`config.mk`:
```
export PLATFORM = sky130hd
export DESIGN_NAME = dphy_lane_seq
export DESIGN_NICKNAME = d
export VERILOG_FILES = /design/src/rtl/dphy_lane_pkg.sv /design/src/rtl/lp_line_decode.sv /design/src/rtl/lane_entry_fsm.sv /design/src/rtl/lane_byte_framer.sv /design/src/rtl/dphy_lane_seq.sv
export SDC_FILE = /design/constraint.sdc
export NUM_CORES = 1
export LEC_CHECK = 0
export BUFFER_PORTS_ARGS = -buffer_cell sky130_fd_sc_hd__buf_2
export CORE_ASPECT_RATIO = 1.75
export CORE_MARGIN = 3
export CORE_UTILIZATION = 35
export CTS_BUF_LIST = sky130_fd_sc_hd__clkbuf_4 sky130_fd_sc_hd__clkbuf_8
export DETAILED_ROUTE_END_ITERATION = 7
export PLACE_DENSITY = 0.53
export SLEW_MARGIN = 20
export SYNTH_ARGS = -nofsm -noshare
export SYNTH_HDL_FRONTEND = slang
export SYNTH_HIERARCHICAL = 1
export SYNTH_SLANG_ARGS = --single-unit
```
`constraint.sdc`:
```
create_clock -name clk -period 2.77 [get_ports clk]
set_input_delay 0.554 -clock clk [delete_from_list [all_inputs] [get_ports clk]]
set_output_delay 0.554 -clock clk [all_outputs]
set_load 0.03 [all_outputs]
```
`src/rtl/dphy_lane_pkg.sv`:
```
package dphy_lane_pkg;

  // Data lane line level as {p, n}
  typedef enum logic [1:0] {
    LN_BRIDGE = 2'b00,
    LN_REQ    = 2'b01,
    LN_ODD    = 2'b10,
    LN_STOP   = 2'b11
  } line_t;

  typedef enum logic [2:0] {
    ST_WAIT_STOP = 3'd0,
    ST_IDLE      = 3'd1,
    ST_REQ       = 3'd2,
    ST_BRIDGE    = 3'd3,
    ST_HUNT      = 3'd4,
    ST_PAYLOAD   = 3'd5
  } seq_state_t;

  localparam logic [7:0] SYNC_BYTE = 8'hB8;

endpackage

```
`src/rtl/lp_line_decode.sv`:
```
module lp_line_decode
  import dphy_lane_pkg::*;
(
  input  logic  clk,
  input  logic  rst_n,
  input  logic  d_p,
  input  logic  d_n,
  input  logic  c_p,
  input  logic  c_n,
  output line_t d_line,
  output logic  lane_idle
);

  logic idle_n;

  assign d_line = line_t'({d_p, d_n});

  always_comb begin
    idle_n = d_p & d_n & c_p & c_n;
  end

  always_ff @(posedge clk or negedge rst_n) begin
    if (!rst_n) lane_idle <= 1'b0;
    else        lane_idle <= idle_n;
  end

  // idle only follows a cycle with every line high
  p_idle_needs_stop_r9: assert property (@(posedge clk) disable iff (!rst_n)
    lane_idle |-> $past(d_p && d_n && c_p && c_n));

endmodule

```
`src/rtl/lane_entry_fsm.sv`:
```
module lane_entry_fsm
  import dphy_lane_pkg::*;
#(
  parameter int unsigned BYTE_W       = 8,
  parameter int unsigned DWELL        = 4,
  parameter int unsigned SYNC_TIMEOUT = 32,
  parameter logic [BYTE_W-1:0] SYNC_PATTERN = BYTE_W'(SYNC_BYTE)
) (
  input  logic              clk,
  input  logic              rst_n,
  input  line_t             line,
  input  logic              hs_en,
  input  logic              hs_vld,
  input  logic [BYTE_W-1:0] hs_byte,
  output logic              burst_start,
  output logic              capture,
  output logic              burst_close,
  output logic              sot_err,
  output logic              sync_err
);

  localparam int unsigned DWELL_W = $clog2(DWELL + 1);
  localparam int unsigned TMO_W   = $clog2(SYNC_TIMEOUT + 1);
  localparam logic [DWELL_W-1:0] DWELL_MIN = DWELL_W'(DWELL);
  localparam logic [TMO_W-1:0]   TMO_LAST  = TMO_W'(SYNC_TIMEOUT - 1);

  seq_state_t         st_q, st_n;
  logic [DWELL_W-1:0] dwell_q, dwell_n;
  logic [TMO_W-1:0]   tmo_q, tmo_n;
  logic               sot_n, sync_n;
  logic               byte_in;

  assign byte_in     = hs_en & hs_vld & (line != LN_STOP);
  assign capture     = (st_q == ST_PAYLOAD) & byte_in;
  assign burst_close = (st_q == ST_PAYLOAD) & (line == LN_STOP);
  assign burst_start = (st_q == ST_HUNT) & byte_in & (hs_byte == SYNC_PATTERN);

  always_comb begin
    st_n    = st_q;
    dwell_n = dwell_q;
    tmo_n   = tmo_q;
    sot_n   = 1'b0;
    sync_n  = 1'b0;
    unique case (st_q)
      ST_WAIT_STOP: begin
        if (line == LN_STOP) st_n = ST_IDLE;
      end
      ST_IDLE: begin
        if (line == LN_REQ) begin
          st_n    = ST_REQ;
          dwell_n = DWELL_W'(1);
        end else if (line != LN_STOP) begin
          sot_n = 1'b1;
          st_n  = ST_WAIT_STOP;
        end
      end
      ST_REQ: begin
        unique case (line)
          LN_REQ: begin
            if (dwell_q < DWELL_MIN) dwell_n = dwell_q + 1'b1;
          end
          LN_BRIDGE: begin
            if (dwell_q >= DWELL_MIN) begin
              st_n    = ST_BRIDGE;
              dwell_n = DWELL_W'(1);
            end else begin
              sot_n = 1'b1;
              st_n  = ST_WAIT_STOP;
            end
          end
          LN_STOP: begin
            sot_n = 1'b1;
            st_n  = ST_IDLE;
          end
          default: begin
            sot_n = 1'b1;
            st_n  = ST_WAIT_STOP;
          end
        endcase
      end
      ST_BRIDGE: begin
        if (line == LN_STOP) begin
          sot_n = 1'b1;
          st_n  = ST_IDLE;
        end else if (line != LN_BRIDGE) begin
          sot_n = 1'b1;
          st_n  = ST_WAIT_STOP;
        end else if (hs_en) begin
          if (dwell_q >= DWELL_MIN) begin
            st_n  = ST_HUNT;
            tmo_n = '0;
          end else begin
            sot_n = 1'b1;
            st_n  = ST_WAIT_STOP;
          end
        end else if (dwell_q < DWELL_MIN) begin
          dwell_n = dwell_q + 1'b1;
        end
      end
      ST_HUNT: begin
        if (line == LN_STOP) begin
          sync_n = 1'b1;
          st_n   = ST_IDLE;
        end else if (byte_in) begin
          if (hs_byte == SYNC_PATTERN) begin
            st_n = ST_PAYLOAD;
          end else if (tmo_q == TMO_LAST) begin
            sync_n = 1'b1;
            st_n   = ST_WAIT_STOP;
          end else begin
            tmo_n = tmo_q + 1'b1;
          end
        end
      end
      ST_PAYLOAD: begin
        if (line == LN_STOP) st_n = ST_IDLE;
      end
      default: st_n = ST_WAIT_STOP;
    endcase
  end

  always_ff @(posedge clk or negedge rst_n) begin
    if (!rst_n) begin
      st_q     <= ST_WAIT_STOP;
      dwell_q  <= '0;
      tmo_q    <= '0;
      sot_err  <= 1'b0;
      sync_err <= 1'b0;
    end else begin
      st_q     <= st_n;
      dwell_q  <= dwell_n;
      tmo_q    <= tmo_n;
      sot_err  <= sot_n;
      sync_err <= sync_n;
    end
  end

  // hunting is reached only through the bridge state
  p_hunt_from_bridge_r2: assert property (@(posedge clk) disable iff (!rst_n)
    (st_q == ST_HUNT) |-> ($past(st_q) == ST_BRIDGE || $past(st_q) == ST_HUNT));

  // the request state was held long enough before bridge was accepted
  p_req_dwell_r4: assert property (@(posedge clk) disable iff (!rst_n)
    (st_q == ST_BRIDGE && $past(st_q) == ST_REQ) |-> ($past(dwell_q) >= DWELL_MIN));

  // an entry error always leaves the sequencer waiting at rest
  p_sot_rests_r3: assert property (@(posedge clk) disable iff (!rst_n)
    sot_err |-> (st_q == ST_IDLE || st_q == ST_WAIT_STOP));

  // a sync failure never leaves the sequencer inside a burst
  p_sync_rests_r6: assert property (@(posedge clk) disable iff (!rst_n)
    sync_err |-> (st_q == ST_IDLE || st_q == ST_WAIT_STOP));

endmodule

```
`src/rtl/lane_byte_framer.sv`:
```
module lane_byte_framer #(
  parameter int unsigned BYTE_W = 8
) (
  input  logic              clk,
  input  logic              rst_n,
  input  logic              burst_start,
  input  logic              capture,
  input  logic              burst_close,
  input  logic [BYTE_W-1:0] in_byte,
  output logic [BYTE_W-1:0] out_byte,
  output logic              out_vld,
  output logic              out_sop,
  output logic              out_eop
);

  logic [BYTE_W-1:0] held_q, held_n;
  logic              held_v_q, held_v_n;
  logic              held_first_q, held_first_n;
  logic              first_pend_q, first_pend_n;
  logic [BYTE_W-1:0] ob_n;
  logic              ov_n, os_n, oe_n;

  always_comb begin
    held_n       = held_q;
    held_v_n     = held_v_q;
    held_first_n = held_first_q;
    first_pend_n = first_pend_q;
    ob_n         = out_byte;
    ov_n         = 1'b0;
    os_n         = 1'b0;
    oe_n         = 1'b0;
    if (burst_start) begin
      held_v_n     = 1'b0;
      first_pend_n = 1'b1;
    end else if (capture) begin
      if (held_v_q) begin
        ob_n = held_q;
        ov_n = 1'b1;
        os_n = held_first_q;
      end
      held_n       = in_byte;
      held_first_n = first_pend_q;
      first_pend_n = 1'b0;
      held_v_n     = 1'b1;
    end else if (burst_close) begin
      if (held_v_q) begin
        ob_n = held_q;
        ov_n = 1'b1;
        os_n = held_first_q;
        oe_n = 1'b1;
      end
      held_v_n     = 1'b0;
      first_pend_n = 1'b0;
    end
  end

  always_ff @(posedge clk or negedge rst_n) begin
    if (!rst_n) begin
      held_q       <= '0;
      held_v_q     <= 1'b0;
      held_first_q <= 1'b0;
      first_pend_q <= 1'b0;
      out_byte     <= '0;
      out_vld      <= 1'b0;
      out_sop      <= 1'b0;
      out_eop      <= 1'b0;
    end else begin
      held_q       <= held_n;
      held_v_q     <= held_v_n;
      held_first_q <= held_first_n;
      first_pend_q <= first_pend_n;
      out_byte     <= ob_n;
      out_vld      <= ov_n;
      out_sop      <= os_n;
      out_eop      <= oe_n;
    end
  end

  // closing a burst drains the held byte
  p_close_drains_r7: assert property (@(posedge clk) disable iff (!rst_n)
    burst_close |=> !held_v_q);

  // an end marker only travels with a valid byte
  p_eop_valid_r7: assert property (@(posedge clk) disable iff (!rst_n)
    out_eop |-> out_vld);

  // a fresh sync empties the holding stage before payload arrives
  p_start_clears_r5: assert property (@(posedge clk) disable iff (!rst_n)
    burst_start |=> (!held_v_q && first_pend_q));

endmodule

```
`src/rtl/dphy_lane_seq.sv`:
```
module dphy_lane_seq
  import dphy_lane_pkg::*;
#(
  parameter int unsigned BYTE_W       = 8,
  parameter int unsigned DWELL        = 4,
  parameter int unsigned SYNC_TIMEOUT = 32
) (
  input  logic              clk,
  input  logic              rst_n,
  input  logic              lp_dp,
  input  logic              lp_dn,
  input  logic              lpclk_p,
  input  logic              lpclk_n,
  input  logic              hs_en,
  input  logic              hs_vld,
  input  logic [BYTE_W-1:0] hs_byte,
  output logic [BYTE_W-1:0] rx_byte,
  output logic              rx_vld,
  output logic              rx_sop,
  output logic              rx_eop,
  output logic              sot_err,
  output logic              sync_err,
  output logic              lane_idle
);

  line_t d_line;
  logic  burst_start, capture, burst_close;

  lp_line_decode u_decode (
    .clk       (clk),
    .rst_n     (rst_n),
    .d_p       (lp_dp),
    .d_n       (lp_dn),
    .c_p       (lpclk_p),
    .c_n       (lpclk_n),
    .d_line    (d_line),
    .lane_idle (lane_idle)
  );

  lane_entry_fsm #(
    .BYTE_W       (BYTE_W),
    .DWELL        (DWELL),
    .SYNC_TIMEOUT (SYNC_TIMEOUT)
  ) u_entry (
    .clk         (clk),
    .rst_n       (rst_n),
    .line        (d_line),
    .hs_en       (hs_en),
    .hs_vld      (hs_vld),
    .hs_byte     (hs_byte),
    .burst_start (burst_start),
    .capture     (capture),
    .burst_close (burst_close),
    .sot_err     (sot_err),
    .sync_err    (sync_err)
  );

  lane_byte_framer #(
    .BYTE_W (BYTE_W)
  ) u_framer (
    .clk         (clk),
    .rst_n       (rst_n),
    .burst_start (burst_start),
    .capture     (capture),
    .burst_close (burst_close),
    .in_byte     (hs_byte),
    .out_byte    (rx_byte),
    .out_vld     (rx_vld),
    .out_sop     (rx_sop),
    .out_eop     (rx_eop)
  );

  // the two error pulses never coincide
  p_err_exclusive_r3: assert property (@(posedge clk) disable iff (!rst_n)
    $onehot0({sot_err, sync_err}));

endmodule

```
After elaboration in Yosys (flattened, before gate mapping)
Index checks and enable logic that the tools add are counted.

Bits in latches: 0. Word-level logic and storage cells: 131. Output and inout bits: 14. Flip-flop bits (word level): 37. RAM bits: 0. Input bits: 16. ROM bits: 0. Memories: 0.

Reduce and logical (&&, ||, !) cells: 13. $mul: 0. Order comparisons: 2. Mux-type cells: 62. Bitwise logic cells: 10. Shift-type cells: 0. Add/subtract/negate cells: 2. Div/mod/pow operators: 0. Equality and inequality tests: 28.

Operator list (number): two-way mux 3 bit (17); two-way mux 6 bit (8); two-way mux 1 bit (26); two-way mux 8 bit (3); != test 2 bit, second input constant (9); case mux 3 bit (3 select lines) (2); case mux 3 bit (5 select lines) (1); case mux 6 bit (2 select lines) (1); AND 1 bit (9); AND reduction 9 bit (1); equality test 8 bit, second input constant (1); != test 2 x 1 -> 1 bit, second input constant (4); AND reduction 7 bit (1); adder 6 x 1 -> 6 bit, second input constant (1); equality test 3 x 2 -> 1 bit, second input constant (2); equality test 3 bit, second input constant (2); equality test 6 x 5 -> 1 bit, second input constant (1); != test 3 x 1 -> 1 bit, second input constant (2); != test 3 x 2 -> 1 bit, second input constant (2); case mux 3 bit (2 select lines) (1); AND reduction 6 bit (1); nonzero test 2 bit (3); nonzero test 3 bit (2); != test 4 x 2 -> 1 bit, second input constant (1); other kinds (15) (16).

Longest topological paths before layout
Depth after elaboration: 6. Mapped depth: 11. Gate-level depth less buffers: 7.

Cells and area by module
Netlist, hierarchy kept.

Modules (own cells, without submodules): lane_entry_fsm (cells each 121, times used 1, sequential area each 350.3 um^2, area each 1162.4 um^2); lane_byte_framer (cells each 50, times used 1, sequential area each 550.5 um^2, area each 829.5 um^2); lp_line_decode (cells each 4, times used 1, sequential area each 25.0 um^2, area each 48.8 um^2).

Worst setup path after synthesis
No wires, ideal clock.

Kind: in2reg. Start point: input port lp_dn. End point: register u_framer.out_byte[0]. Setup time: 125 ps. Required time: 2645 ps. Stages: 11. Buffers on the path: 4. Path slack: 311 ps. Data arrival time: 2335 ps. Path through: buf_4 > ha_1 > buf_6 > nor2b_1 > and2_1 > clkbuf_1 > and3_1 > nor2_2 > nor3b_2 > buf_6 > mux2_2.

Elaborated cells between the ends (all ways): 11. Classes of those cells: eq/ne (2); mux (1); bitwise (6); reduce/logical (2).

RTL lines: start, declared (RTL line dphy_lane_seq.sv:11) `input logic lp_dn,`; != test 2 bit * (RTL line lane_entry_fsm.sv:33) `assign byte_in = hs_en & hs_vld & (line != LN_STOP);`; AND 1 bit * (RTL line lane_entry_fsm.sv:33); AND 1 bit * (RTL line lane_entry_fsm.sv:34) `assign capture = (st_q == ST_PAYLOAD) & byte_in;`; via capture (RTL line dphy_lane_seq.sv:27) `logic burst_start, capture, burst_close;`; nonzero test 2 bit (no source line); AND reduction 2 bit (no source line); end signal, assigned (RTL line lane_byte_framer.sv:72) `out_byte <= ob_n;`; end, declared (RTL line lane_byte_framer.sv:10) `output logic [BYTE_W-1:0] out_byte,`.

Mark *: on every way through the listed nets, which the timed path passes. The rest lies on a longest branch. A chain may end at the register's enable or synchronous reset.

Worst setup path in the final report
Start point: input port lp_dn. End point: register u_framer.out_byte[7].

Same word-level chain as after synthesis.

==> flow_summary_export.csv <==
group,metric,value,unit
run_status,status,"complete, no violations",
global_route,grt_pass1_vias,1484,
synthesis,netlist_instances,175,
clocking,cts_sinks,37,
synthesis,synth.top_cells.by_area,"dfrtp_1 45%, mux2_2 9.9%, ha_1 4.3%",
die,coreArea,5630,um^2
cells_and_area,fin_util,41.1,%
clocking,insertion_delay,0.29,ns
global_route,grt_usage,12.9,%
cells_and_area,diodes,0,
clocking,cts_hold_buf,0,
synthesis,synth-edff-count,0,
timing,period_needed,2.17,ns
worst_setup_path,path_cells,"buf_2, ha_1, nor2b_1, and2_1, and3_1, nor2_2, nor3b_2, buf_4, mux2_2",
die,die_y,107,um
worst_setup_path,slowest_delay,0.35,ns
synthesis,ys_warn_count,6,
cells_and_area,fillers,556,
clocking,cts_root_buf,"clkbuf_8",
die,die_w,63.7,um
synthesis,synth_commonest_cells,"37 x dfrtp_1, 18 x mux2_2, 10 x nand2_1",
synthesis,synth_nets,198,
die,io_pins,30,
worst_setup_path,crit_type,"input pin to flop",
clocking,ctsHtreeMaxLevel,2,
timing,fin_worst_skew,0.00933,ns
worst_setup_path,critPathCaptureType,"flop",
route,drc,0,
worst_setup_path,cp_max_fo,10,
pwr,leakage,1.10,nW
pwr,p_per_area,895,nW/um^2
clocking,clk_pin_slew,0.08,ns
global_route,antenna_found_initial,0,
worst_setup_path,start_kind,"input pin",
clocking,cts_setup_buffers,0,
clocking,cts_buffers,5,
worst_setup_path,worstPathArrival,2.33,ns
route,ant_nets,0,
route,viasPerCell,5.04,
die,fp-row-count,36,
synthesis,async_flop_share,100,%
global_route,grt-ovfl-total,0,
route,drt_first_pass_iters,2,
timing,finalHoldViolCount,0,
route,wl_per_cell,13.6,um
synthesis,ys_ff_latch,37,
pwr,peakVddDrop,0.000346,V
clocking,cts_tree,"done",
timing,rsz0062_at_grt,"false",
route,drt-total-wl,3820,um
worst_setup_path,required,2.94,ns
cells_and_area,syn_to_final_growth,13.4,%
worst_setup_path,critPathSlowestCell,"mux2_2",
global_route,grt_pass1_wl,6840,um
timing,drv_slew,0,
placed_design,io_buffers,29,
timing,period_share,78.2,%
synthesis,synth.most_common_cell,"dfrtp_1",
synthesis,netlist_area,2040,um^2
timing,fmax,0.462,GHz
cells_and_area,drive_above_1_share,36.9,%
synthesis,postSynthAreaPerCell,11.7,um^2
synthesis,synth_top_area_cell,"dfrtp_1",
clocking,clock_path_buffers,2,
timing,worst_pin_slew,0.806,ns
synthesis,seq_area_frac_synth,45.4,%
timing,setup_viol,0,
die,initial_core_util,36.2,%
placed_design,hpwlAfterDp,2940,um
synthesis,synth_top_area_share,45.4,%
clocking,cts_resized,0,
die,die_area,6820,um^2
route,first_iter_violations,32,
synthesis,synth_cell_types,54,
placed_design,gp_congestion,0.746,
route,num_vias,1422,
global_route,grt_max_degree,38,
cells_and_area,finalNetCount,228,
timing,fin_tns_setup,0,ns
run,drv_cap,0,
timing,slew-limit-headroom,46.3,%
synthesis,yosys_most_used_dff,"dfrtp_1",
min_path,min_path_type,"input pin to async pin",
==> flip-flops by register name, summed over array words and instances (netlist names) <==
| signal | count |
|---|---|
| u_framer/held_q | 8 |
| u_entry/st_q | 3 |
| u_framer/out_sop | 1 |
| u_framer/held_first_q | 1 |
| u_entry/tmo_q | 6 |
| u_entry/sync_err | 1 |
| u_framer/out_eop | 1 |
| u_framer/held_v_q | 1 |
| u_framer/out_vld | 1 |
| u_entry/sot_err | 1 |
| u_framer/out_byte | 8 |
| u_decode/lane_idle | 1 |
| u_framer/first_pend_q | 1 |
| u_entry/dwell_q | 3 |
==> report_power, final <==
part,switching [W],internal [W]
registers,0.000165,0.000725
clock network,0.000188,0.000173
logic,0.000429,0.000391
total,0.000782,0.00129
==> kinds of logic after synthesis <==
| group | after synthesis | synth area share (%) |
|---|---|---|
| compound gates | 29 | 11.5 |
| fa+ha+maj | 7 | 4.29 |
| buf+inv | 19 | 5.76 |
| flops | 37 | 45.4 |
| mux | 25 | 13.5 |
| simple gates | 58 | 19.6 |
==> critical path: cells and delay by family <==
| kind | cells | cell delay [ns] |
|---|---|---|
| fa+ha+maj | 1 | 0.22 |
| buf+inv | 2 | 0.33 |
| mux | 1 | 0.35 |
| simple gates | 5 | 0.89 |
==> final cells by class <==
| class | count | area (um^2) | share of cell area, % |
|---|---|---|---|
| Timing Repair Buffer | 33 | 175 | 7.57 |
| Tap cell | 76 | 95.1 | 4.11 |
| Clock buffer | 5 | 68.8 | 2.97 |
| Sequential cell | 37 | 926 | 40.0 |
| Clock inverter | 3 | 17.5 | 0.757 |
| Inverter | 9 | 33.8 | 1.46 |
| Multi-Input combinational cell | 119 | 997 | 43.1 |
==> metrics by stage <==
stage | hold WS (ns) | instances | power [W] | instance area [um^2] | setup slack, ns
final | 0.356 | 282 | 0.00207 | 2310 | 0.605
after global routing | 0.415 | 282 | 0.00224 | 2310 | 0.420
after CTS | 0.379 | 282 | 0.00211 | 2310 | 0.592
after detailed placement | 0.470 | 274 | 0.00174 | 2230 | 0.291
after global placement | 0.455 | 274 | 0.00172 | 2230 | 0.356
after floorplan | 0.258 | 175 | 0.00155 | 2040 | 0.311
==> placed cells by master (no fill, tap or decap), types with 2 or more instances in the layout <==
| master | synthesis | routed |
|---|---|---|
| mux2i_1 | 5 | 5 |
| nor2b_1 | 4 | 4 |
| clkinv_2 | 0 | 2 |
| nand2_1 | 10 | 10 |
| a21oi_1 | 9 | 9 |
| nand4bb_1 | 2 | 2 |
| nor2_1 | 4 | 4 |
| nand3_1 | 6 | 6 |
| clkbuf_8 | 0 | 5 |
| nand4b_1 | 2 | 2 |
| inv_1 | 9 | 9 |
| a22o_1 | 2 | 2 |
| buf_4 | 4 | 4 |
| o211ai_1 | 2 | 2 |
| buf_2 | 1 | 29 |
| nor3b_2 | 2 | 2 |
| nand2b_1 | 3 | 3 |
| and3_1 | 4 | 4 |
| mux2_2 | 18 | 18 |
| a221o_1 | 3 | 3 |
| dfrtp_1 | 37 | 37 |
| nand4_1 | 2 | 2 |
| mux2_1 | 2 | 2 |
| and2_1 | 3 | 3 |
| ha_1 | 7 | 7 |
==> per-layer routing <==
| layer | track usage (%) | up-vias | share of wire, % |
|---|---|---|---|
| met5 | 0 | - | 0 |
| met4 | 6.49 | 0 | 1.7 |
| met3 | 2.94 | 5 | 4.1 |
| met2 | 23.3 | 32 | 54 |
| met1 | 13.7 | 692 | 41 |
| li1 | - | 693 | - |
==> worst paths after layout <==
kind / startpoint / to / slack [ns] / cells past startpoint
worst max-delay path: lp_dn / u_framer/out_byte[7] / 0.60 / 9
worst min-delay path: rst_n / u_framer/out_byte[4] / 0.36 / 1
worst max register to register: u_entry/st_q[1] / u_framer/out_byte[7] / 0.61 / 6
worst min register to register: u_entry/tmo_q[5] / u_entry/tmo_q[5] / 0.48 / 1
max in group asynchronous: rst_n / u_framer/held_q[4] / 1.91 / 1
min in group clk: u_entry/tmo_q[5] / u_entry/tmo_q[5] / 0.48 / 1
(Power assumes the default switching activity.)
